$ cat config.mk
export PLATFORM = sky130hd
export DESIGN_NAME = vfs_top
export DESIGN_NICKNAME = d
export VERILOG_FILES = /design/src/rtl/vfs_pkg.sv /design/src/rtl/vfs_run_detect.sv /design/src/rtl/vfs_lock_fsm.sv /design/src/rtl/vfs_dot_track.sv /design/src/rtl/vfs_top.sv
export SDC_FILE = /design/constraint.sdc
export NUM_CORES = 1
export LEC_CHECK = 0
export BUFFER_PORTS_ARGS = -buffer_cell sky130_fd_sc_hd__buf_2
export CORE_MARGIN = 3
export CORE_UTILIZATION = 56
export DETAILED_ROUTE_END_ITERATION = 16
export GPL_TIMING_DRIVEN = 0
export MAX_ROUTING_LAYER = met4
export PLACE_DENSITY = 0.87
export SLEW_MARGIN = 0
export SYNTH_ARGS = -nofsm -noshare
export SYNTH_HDL_FRONTEND = slang
export SYNTH_HIERARCHICAL = 1
export SYNTH_SLANG_ARGS = --single-unit
export TNS_END_PERCENT = 1
$ cat constraint.sdc
create_clock -name clk -period 2.85 [get_ports clk]
set_input_delay 0 -clock clk [delete_from_list [all_inputs] [get_ports clk]]
set_output_delay 0 -clock clk [all_outputs]
set_load 0.01 [all_outputs]
$ cat src/rtl/vfs_pkg.sv
package vfs_pkg;

    // Lock state of the line tracker.
    typedef enum logic [0:0] {
        LK_HUNT  = 1'b0,
        LK_TRACK = 1'b1
    } lock_state_e;

    // Table-select code of the nametable region (address bit 13 set, bit 12 clear).
    localparam logic [1:0] SEL_NAMETABLE = 2'b10;

endpackage

$ cat src/rtl/vfs_run_detect.sv
module vfs_run_detect
    import vfs_pkg::*;
#(
    parameter int RUN_LEN = 3
) (
    input  logic       clk,
    input  logic       rst_n,
    input  logic       rd_i,
    input  logic [1:0] sel_i,
    output logic       sync_o
);
    localparam int RUN_W = $clog2(RUN_LEN + 1);

    logic             in_region;
    logic [RUN_W-1:0] run_q;

    assign in_region = (sel_i == SEL_NAMETABLE);

    // Run length of consecutive strobed region reads, saturating at RUN_LEN.
    always_ff @(posedge clk) begin
        if (!rst_n) begin
            run_q <= '0;
        end else if (rd_i) begin
            if (!in_region) begin
                run_q <= '0;
            end else if (run_q != RUN_W'(RUN_LEN)) begin
                run_q <= run_q + 1'b1;
            end
        end
    end

    assign sync_o = rd_i && in_region && (run_q == RUN_W'(RUN_LEN - 1));

    // the run never grows past its saturation value
    a_r1_run_capped: assert property (@(posedge clk) disable iff (!rst_n)
        run_q <= RUN_W'(RUN_LEN));

    // a strobed read outside the region empties the run
    a_r1_run_broken: assert property (@(posedge clk) disable iff (!rst_n)
        (rd_i && !in_region) |=> (run_q == '0));

    // without a strobe the run is left alone
    a_r1_run_idle: assert property (@(posedge clk) disable iff (!rst_n)
        !rd_i |=> $stable(run_q));

endmodule

$ cat src/rtl/vfs_lock_fsm.sv
module vfs_lock_fsm
    import vfs_pkg::*;
#(
    parameter int LOST_LIMIT = 340
) (
    input  logic clk,
    input  logic rst_n,
    input  logic rd_i,
    input  logic sync_i,
    output logic locked_o,
    output logic lost_o
);
    localparam int QUIET_W = $clog2(LOST_LIMIT + 1);

    lock_state_e        state_q;
    lock_state_e        state_d;
    logic [QUIET_W-1:0] quiet_q;
    logic               quiet_full;

    assign quiet_full = (quiet_q == QUIET_W'(LOST_LIMIT));

    // State register.
    always_ff @(posedge clk) begin
        if (!rst_n) begin
            state_q <= LK_HUNT;
        end else begin
            state_q <= state_d;
        end
    end

    // Next state and outputs: acquire, realign, timeout.
    always_comb begin
        state_d = state_q;
        lost_o  = 1'b0;
        unique case (state_q)
            LK_HUNT: begin
                if (sync_i) begin
                    state_d = LK_TRACK;          // acquire
                end
            end
            LK_TRACK: begin
                if (sync_i) begin
                    state_d = LK_TRACK;          // realign
                end else if (rd_i && quiet_full) begin
                    state_d = LK_HUNT;           // timeout
                    lost_o  = 1'b1;
                end
            end
        endcase
    end

    // Reads seen since the last sync while tracking.
    always_ff @(posedge clk) begin
        if (!rst_n) begin
            quiet_q <= '0;
        end else if (sync_i || state_q != LK_TRACK || lost_o) begin
            quiet_q <= '0;
        end else if (rd_i) begin
            quiet_q <= quiet_q + 1'b1;
        end
    end

    assign locked_o = (state_q == LK_TRACK);

    // silence counter stays within its window
    a_r8_quiet_bound: assert property (@(posedge clk) disable iff (!rst_n)
        quiet_q <= QUIET_W'(LOST_LIMIT));

    // a timeout leaves the tracker unlocked
    a_r8_timeout_drops: assert property (@(posedge clk) disable iff (!rst_n)
        lost_o |=> !locked_o);

    // any sync leaves the tracker locked
    a_r2_sync_locks: assert property (@(posedge clk) disable iff (!rst_n)
        sync_i |=> locked_o);

endmodule

$ cat src/rtl/vfs_dot_track.sv
module vfs_dot_track #(
    parameter int LINE_READS = 170,
    parameter int LOAD_IDX   = 0
) (
    input  logic                          clk,
    input  logic                          rst_n,
    input  logic                          rd_i,
    input  logic                          sync_i,
    input  logic                          locked_i,
    input  logic                          lost_i,
    output logic [$clog2(LINE_READS)-1:0] idx_o,
    output logic                          line_tgl_o
);
    localparam int IDX_W = $clog2(LINE_READS);
    localparam logic [IDX_W-1:0] LAST_IDX = IDX_W'(LINE_READS - 1);

    logic [IDX_W-1:0] idx_q;
    logic [IDX_W-1:0] idx_next;
    logic             tgl_q;

    assign idx_next = (idx_q == LAST_IDX) ? '0 : idx_q + 1'b1;

    always_ff @(posedge clk) begin
        if (!rst_n) begin
            idx_q <= '0;
            tgl_q <= 1'b0;
        end else if (sync_i) begin
            idx_q <= IDX_W'(LOAD_IDX);
        end else if (lost_i) begin
            idx_q <= '0;
        end else if (rd_i && locked_i) begin
            idx_q <= idx_next;
            if (idx_next == LAST_IDX) begin
                tgl_q <= ~tgl_q;
            end
        end
    end

    assign idx_o      = idx_q;
    assign line_tgl_o = tgl_q;

    // read index stays inside one line
    a_r4_idx_range: assert property (@(posedge clk) disable iff (!rst_n)
        idx_q <= LAST_IDX);

    // the line strobe moves only onto the last read of a line
    a_r5_tgl_on_last: assert property (@(posedge clk) disable iff (!rst_n)
        (tgl_q != $past(tgl_q)) |-> (idx_q == LAST_IDX));

endmodule

$ cat src/rtl/vfs_top.sv
module vfs_top
    import vfs_pkg::*;
#(
    parameter int RUN_LEN      = 3,
    parameter int LINE_READS   = 170,
    parameter int LOST_LINES   = 2,
    parameter int SPR_HALF_LO  = 128,
    parameter int SPR_HALF_HI  = 159
) (
    input  logic                            clk,
    input  logic                            rst_n,
    input  logic                            rd_i,
    input  logic [1:0]                      sel_i,
    output logic [$clog2(LINE_READS):0]     dot_o,
    output logic [1:0]                      slot_o,
    output logic                            line_tgl_o,
    output logic                            in_frame_o,
    output logic                            spr_win_o
);
    localparam int IDX_W      = $clog2(LINE_READS);
    localparam int DOT_W      = IDX_W + 1;
    localparam int LOST_LIMIT = LOST_LINES * LINE_READS;
    // Burst reads land on dots 337, 339, 1, 3: the last one fixes the loaded index.
    localparam int LOAD_IDX   = RUN_LEN - 3;
    localparam int LOAD_DOT   = 2 * LOAD_IDX + 1;
    localparam int END_DOT    = 2 * LINE_READS - 1;

    logic             sync;
    logic             locked;
    logic             lost;
    logic [IDX_W-1:0] idx;
    logic [IDX_W-1:0] half_dot;

    vfs_run_detect #(
        .RUN_LEN (RUN_LEN)
    ) u_run (
        .clk    (clk),
        .rst_n  (rst_n),
        .rd_i   (rd_i),
        .sel_i  (sel_i),
        .sync_o (sync)
    );

    vfs_lock_fsm #(
        .LOST_LIMIT (LOST_LIMIT)
    ) u_lock (
        .clk      (clk),
        .rst_n    (rst_n),
        .rd_i     (rd_i),
        .sync_i   (sync),
        .locked_o (locked),
        .lost_o   (lost)
    );

    vfs_dot_track #(
        .LINE_READS (LINE_READS),
        .LOAD_IDX   (LOAD_IDX)
    ) u_track (
        .clk        (clk),
        .rst_n      (rst_n),
        .rd_i       (rd_i),
        .sync_i     (sync),
        .locked_i   (locked),
        .lost_i     (lost),
        .idx_o      (idx),
        .line_tgl_o (line_tgl_o)
    );

    // Reads fall on odd dots, so the dot is twice the index plus one.
    assign dot_o      = locked ? {idx, 1'b1} : '0;
    assign slot_o     = locked ? idx[1:0] : 2'b00;
    assign in_frame_o = locked;
    assign half_dot   = dot_o[DOT_W-1:1];
    assign spr_win_o  = locked
                      && (half_dot >= IDX_W'(SPR_HALF_LO))
                      && (half_dot <= IDX_W'(SPR_HALF_HI));

    // lock always begins on the load dot
    a_r2_lock_dot: assert property (@(posedge clk) disable iff (!rst_n)
        $rose(in_frame_o) |-> (dot_o == DOT_W'(LOAD_DOT)));

    // no strobe, no movement
    a_r4_hold: assert property (@(posedge clk) disable iff (!rst_n)
        !rd_i |=> $stable(dot_o));

    // the line strobe flips only at the last dot of a line
    a_r5_flip_at_end: assert property (@(posedge clk) disable iff (!rst_n)
        (line_tgl_o != $past(line_tgl_o)) |-> (dot_o == DOT_W'(END_DOT)));

    // sprite window needs lock
    a_r7_win_locked: assert property (@(posedge clk) disable iff (!rst_n)
        spr_win_o |-> in_frame_o);

    // unlocked outputs read zero
    a_r8_idle_zero: assert property (@(posedge clk) disable iff (!rst_n)
        !in_frame_o |-> (dot_o == '0 && slot_o == 2'b00));

endmodule

==> metrics, run 1 <==
worst r2r src=u_run/run_q[0]$_SDFFE_PN0P_; CTS Hold Buffers Added=0; setup TNS=0 ps; Num CTS Buffers=3; GRT Overall Usage=17.3%; peak supply drop=0.000357 V; sequential share of the synthesized area=30.8%; worst hold path type=in2reg; Post-synth ARST share=0%; nature of the critical path endpoint=register; vias per cell=5.72; Post-Syn Nets=159; static leakage=0.584 nW; Worst Skew=7.88 ps; CTS tree=done; total number of vias=1132; H-tree depth=1; initial antenna violation count=0; fillers=189; Wirelength per Cell=13.1 um; Worst Hold Path Cells=3; GP Congestion=0.886; post-route antenna net violation count=0; Avg Inst Size Synth=9.21 um2; Resized cells post-CTS=0; largest family of logic cells by synthesized area=simple AND/OR/NAND/NOR gates; Max Slew Vio Count=0; CP max-delay cell=or4b_1; Hold Slack=17.5 ps; largest net degree at the start of global routing=18; Clk Latency, worst-skew pair=310 ps; hpwl dp=1910 um; headroom to the max-slew limit=67.1%; Core Region=0.00225 mm2; vias in the first global route=1013; max-cap violations=0; Adder-Cell Fraction of Synth Area=5.50%; Worst path max stage delay=500 ps; Yosys warnings=6; Fin. Hold Viols=0; num rows=17; Die Area=0.00306 mm2; simple-gate portion of the synthesized area=31.7%; Synth Area in Compound Gates=18.3%; DRC=0; xor and xnor fraction of the mapped netlist area=3.85%; Root Buffer=clkbuf_4; routed wire length=2600 um; final std cells w/o fill=198; Die Width=55.4 um; Reg2Reg Capture Point=u_track/line_tgl_o$_SDFFE_PN0P_; status=complete, no violations; Tcrit/Tclk final=80.9%; mux contribution to synthesized area=3.03%; layout cells sized above 1=30.0%; post-synth top area share=30.8%; R2R setup slack=540 ps; Die H=55.4 um; Initial Util=60.5%; Hold Crit Start=rst_n; setup violators final=0; kind of critical path=reg2reg; Unique masters post-synth=50; first-pass GRT wire length=4270 um; layout overhead on the synthesized area=11.2%; top post-synthesis cells by area=dfxtp_1, ha_1, and2_1; cell count after synthesis=148; post-layout min period=2310 ps; Slew @ Worst Pin=493 ps; mapped cell area=0.00136 mm2; dpl cells=194; Arrival @ worst endpoint=2510 ps; CTS Buffer Depth=2; Clk pin slew, worst setup/hold paths=120 ps; # nets final=182; pwr dens=306 mW/mm2; PortBufs=18; crit-path cells=inv_1 > ha_1 > and3_2 > or4b_1 > nor3_2 > and2_1 > nor2_1 > and4b_1 > o21ai_1 > nor4_2 > mux2i_1; unrepaired setup endpoints after global routing=false; Max Fclk=0.434 GHz; Critical Path RT=3050 ps; Post-synth top flop=dfxtp_1; clk sinks=21; post-CTS setup buffers=0; Synth area leader=dfxtp_1; FF+latch count, synth=21; DRT iter0 DRCs=37; EDFF count, synth=0; # IOs=19; Hold EP=u_track/line_tgl_o$_SDFFE_PN0P_; crit path launch type=register; worst-case reg-to-reg path depth=11; GRT overflow=0; Critical Path Fanout Max=4; Antenna Cells=0; Initial DRT Pass Iterations=4
## cell families after synthesis
kind of cell | after synthesis
AOI/OAI and AO/OA | 29
buffers and inverters | 14
DFF | 21
xor gates and xnor gates | 6
and+or+nand+nor | 68
muxes | 4
adders and majority gates | 6
## flip-flops by register name (all words and copies together) (netlist names)
signal and flops:
u_lock/locked_o 1, u_track/idx_o 8, u_run/run_q 2, u_lock/quiet_q 9
u_track/line_tgl_o 1
## Yosys cell counts (2+ instances only)
library cell  count
a211oi_1          3
a211oi_2          3
a21oi_1           2
a22oi_1           3
a311oi_1          2
and2_1           10
and3_2            2
buf_4             5
buf_6             3
dfxtp_1          21
ha_1              6
inv_1             6
mux2i_1           3
nand2_1          14
nand3_1           2
nand3_2           2
nand4_1           5
nor2_1            9
nor3_1            4
o21ai_0           6
or3_1             4
xnor2_1           3
xor2_1            3
## layout make-up
cell class	count	area [um2]	area share, %
Multi-Input combinational cell	113	850	56.0
Sequential cell	21	420	27.7
Timing Repair Buffer	18	90.1	5.94
Buffer	8	71.3	4.70
Tap cell	28	35.0	2.31
Clock buffer	3	22.5	1.49
Inverter	6	22.5	1.49
Clock inverter	1	5.00	0.330
## critical path: cells and delay by family (launching register included)
kind | cells | cell delay, ps
and+or+nand+nor | 7 | 1350
DFF | 1 | 370
muxes | 1 | 120
adders and majority gates | 1 | 180
AOI/OAI and AO/OA | 1 | 110
buffers and inverters | 1 | 60
## metrics by stage
stage	power, mW	util (%)	instance area, um2	worst slack, ps
floorplan	0.312	-	1360	738
global placement	0.319	66.0	1490	598
detailed placement	0.319	66.0	1490	555
CTS	0.465	67.3	1520	529
global route	0.479	67.3	1520	402
finish	0.463	67.3	1520	544
## placed cells by master, fill, tap and decap left out, types with 2 or more instances in the layout
cell type  instances
o21ai_0            6
a311oi_1           2
and2_1            10
mux2i_1            3
nor2_1             9
buf_6              3
buf_2             18
a22oi_1            3
inv_1              6
clkbuf_4           3
nor3_1             4
nand4_1            5
a211oi_2           3
and3_2             2
a211oi_1           3
ha_1               6
nand3_2            2
buf_4              5
nand2_1           14
xnor2_1            3
or3_1              4
a21oi_1            2
dfxtp_1           21
nand3_1            2
xor2_1             3
## where the power goes
group | switching, mW | total, mW | leakage [nW] | internal [mW]
clock network | 0.0978 | 0.150 | 0.0177 | 0.0524
registers | 0.000603 | 0.295 | 0.169 | 0.294
logic | 0.0107 | 0.0183 | 0.397 | 0.00765
## per-layer routing
layer / global-route usage, % / vias up / wire length, um
met1: 21.5 / 527 / 1230
met4: 6.94 / 0 / 36
met5: - / - / 0
met3: 2.80 / 4 / 97
li1: - / 580 / -
met2: 27.9 / 21 / 1240
## worst max-delay path by stage
stage,cells after the start,to,startpoint
after floorplan,11,u_track/line_tgl_o$_SDFFE_PN0P_,u_run/run_q[0]$_SDFFE_PN0P_
after global placement,11,u_track/line_tgl_o$_SDFFE_PN0P_,u_run/run_q[0]$_SDFFE_PN0P_
after detailed placement,11,u_track/line_tgl_o$_SDFFE_PN0P_,u_run/run_q[0]$_SDFFE_PN0P_
after CTS,11,u_track/line_tgl_o$_SDFFE_PN0P_,u_run/run_q[0]$_SDFFE_PN0P_
after global routing,11,u_track/line_tgl_o$_SDFFE_PN0P_,u_run/run_q[0]$_SDFFE_PN0P_
final,11,u_track/line_tgl_o$_SDFFE_PN0P_,u_run/run_q[0]$_SDFFE_PN0P_
Power figures use the tool's default switching activity.
==> run 2, diff against run 1 <==
--- a/config.mk
+++ b/config.mk
@@ -7,11 +7,11 @@
 export LEC_CHECK = 0
 export BUFFER_PORTS_ARGS = -buffer_cell sky130_fd_sc_hd__buf_2
 export CORE_MARGIN = 3
-export CORE_UTILIZATION = 56
+export CORE_UTILIZATION = 51
 export DETAILED_ROUTE_END_ITERATION = 16
 export GPL_TIMING_DRIVEN = 0
 export MAX_ROUTING_LAYER = met4
-export PLACE_DENSITY = 0.87
+export PLACE_DENSITY = 0.84
 export SLEW_MARGIN = 0
 export SYNTH_ARGS = -nofsm -noshare
 export SYNTH_HDL_FRONTEND = slang
==> constraint.sdc (replaced) <==
create_clock -name clk -period 1.9 [get_ports clk]
set_input_delay 0 -clock clk [delete_from_list [all_inputs] [get_ports clk]]
set_output_delay 0 -clock clk [all_outputs]
set_load 0.01 [all_outputs]
==> run 2 against run 1 <==
- the run now ends with setup timing left
- hold slack better by 6.3 ps
- sequential share of layout area decreased by 1.4 points
- clock skew shrank 5.6 ps
- critical endpoint unchanged
- largest cell class unchanged
==> metrics, run 2 (synthesis results as in run 1) <==
status=complete, but fails checks (was complete, no violations); failing checks=setup timing; Hold Crit Start=sel_i[0] (was rst_n); Antenna Cells=0 (unchanged); Worst Skew=2.31 ps (was 7.88 ps); layout cells sized above 1=36.2% (was 30.0%); Total Power=0.699 mW (was 0.463 mW); GRT Overall Usage=20.0% (was 17.3%); headroom to the max-slew limit=67.4% (was 67.1%); Arrival @ worst endpoint=2320 ps (was 2510 ps); Core Region=0.00250 mm2 (was 0.00225 mm2); DRC=0 (unchanged); Die Width=57.7 um (was 55.4 um); # IOs=19 (unchanged); Max Fclk=0.475 GHz (was 0.434 GHz); placed instance area=0.00150 mm2 (was 0.00149 mm2); first-pass GRT wire length=5090 um (was 4270 um); worst hold path type=in2reg (unchanged); Fin. Hold Viols=0 (unchanged); hpwl dp=2040 um (was 1910 um); vias per cell=5.89 (was 5.72); num rows=18 (was 17); Root Buffer=clkbuf_4 (unchanged); Top reg by flops=u_lock/quiet_q (unchanged); CP max-delay cell=or4b_4 (was or4b_1); post-layout min period=2110 ps (was 2310 ps); PortBufs=18 (unchanged); max-cap violations=0 (unchanged); Tcrit/Tclk final=111% (was 80.9%); Initial DRT Pass Iterations=4 (unchanged); GRT overflow=0 (unchanged); peak supply drop=0.000451 V (was 0.000357 V); max reg flops=9 (unchanged); GP Congestion=0.831 (was 0.886); static leakage=0.624 nW (was 0.584 nW); worst r2r src=u_run/run_q[0]$_SDFFE_PN0P_ (unchanged); Critical Path RT=2110 ps (was 3050 ps); Clk pin slew, worst setup/hold paths=120 ps (about the same); setup violators final=19 (was 0); Num CTS Buffers=3 (unchanged); total number of vias=1220 (was 1132); pwr dens=433 mW/mm2 (was 306 mW/mm2); H-tree depth=1 (unchanged); Worst path max stage delay=490 ps (was 500 ps); Clk Latency, worst-skew pair=310 ps (about the same); Hold Slack=23.8 ps (was 17.5 ps); clk sinks=21 (unchanged); Die H=57.7 um (was 55.4 um); Max Slew Vio Count=0 (unchanged); finished layout cell area=0.00161 mm2 (was 0.00152 mm2); largest net degree at the start of global routing=18 (unchanged); dpl ws=-280 ps (was 555 ps); Worst Slack Setup Final=-207 ps (was 544 ps); post-route antenna net violation count=0 (unchanged); Initial Util=54.6% (was 60.5%); Worst setup startpoint=u_run/run_q[0]$_SDFFE_PN0P_ (unchanged); routed wire length=2960 um (was 2600 um); crit-path cells=inv_2 > ha_2 > and3_4 > or4b_4 > nor3_4 > and2_1 > nor2_2 > and4b_1 > o21ai_2 > nor4_2 > mux2i_1 (was inv_1 > ha_1 > and3_2 > or4b_1 > nor3_2 > and2_1 > nor2_1 > and4b_1 > o21ai_1 > nor4_2 > mux2i_1); most frequent cells in the layout=buf_2, dfxtp_1, nand2_1 (was dfxtp_1, buf_2, nand2_1); initial antenna violation count=0 (unchanged); fin util=64.6% (was 67.3%); unrepaired setup endpoints after global routing=true (was false); Die Area=0.00333 mm2 (was 0.00306 mm2); Largest delay share family, worst path=simple AND/OR/NAND/NOR gates (unchanged); vias in the first global route=1119 (was 1013); nature of the critical path endpoint=register (unchanged); layout overhead on the synthesized area=18.3% (was 11.2%); Slew @ Worst Pin=488 ps (was 493 ps); kind of critical path=reg2reg (unchanged); DRT iter0 DRCs=28 (was 37); fillers=210 (was 189); CTS Buffer Depth=2 (unchanged); CTS tree=done (unchanged); worst path bufs/invs=1 (unchanged); crit path launch type=register (unchanged); Wirelength per Cell=14.3 um (was 13.1 um); # nets final=189 (was 182); Critical Path Fanout Max=2 (was 4)
## run 2: changes by cell type in the layout (fill, tap and decap cells not counted), sizes merged
cell	change
buf	+6
clkbuf	+1
clkinv	-1
dlygate4sd3	+1
## run 2: worst paths after layout
kind | to | slack, ps | cells after the start
min | u_run/run_q[1]$_SDFFE_PN0P_ | 20 | 4
min reg2reg | u_track/line_tgl_o$_SDFFE_PN0P_ | 480 | 2
max reg2reg | u_track/line_tgl_o$_SDFFE_PN0P_ | -210 | 11
max | u_track/line_tgl_o$_SDFFE_PN0P_ | -210 | 11
## run 2: where the power goes
part           total (mW)  switching [mW]  leakage, nW  internal [mW]
combinational      0.0311          0.0171        0.438         0.0140
sequential          0.442        0.000819        0.171          0.441
clock               0.226           0.144       0.0150         0.0822
total               0.699           0.162        0.624          0.537
## run 2: worst reg2reg max path: cells and delay by family, from the launching register on
family	cells	cell delay, ps
AND/OR/NAND/NOR	7	1260
flip-flops	1	350
multiplexers	1	120
adder cells (fa/ha/maj)	1	160
AO/OA/AOI/OAI	1	70
buffers and inverters	1	40
## run 2: layout make-up
| type | instances | area (um2) | share of cell area [%] |
|---|---|---|---|
| tap | 30 | 37.5 | 2.33 |
| timing repair buffer | 25 | 156 | 9.69 |
| multi-input combinational | 113 | 872 | 54.0 |
| inverter | 6 | 22.5 | 1.40 |
| buffer | 8 | 75.1 | 4.65 |
| sequential | 21 | 424 | 26.3 |
| clock buffer | 4 | 26.3 | 1.63 |
## run 2: metal layers
layer  global-route usage, %  wire, um  vias to the layer above
met5                       -         0                        -
met4                    7.95        63                        0
met3                    3.56       175                       10
met2                    32.4      1430                       48
met1                    24.7      1290                      561
li1                        -         -                      601
## run 2: metrics by stage
stage,instances,setup TNS (ps)
after global routing,207,-3180
after floorplan,148,-173
after global placement,196,-1170
final,207,-1680
after detailed placement,196,-1440
after CTS,207,-991
## run 2: repair_timing
action	CTS	global route
hold buffers	1	0
gates resized for setup	6	4
setup buffers	6	0
endpoints found under the setup margin	9	19
pin swaps	8	0
hold endpoints to repair	1	0
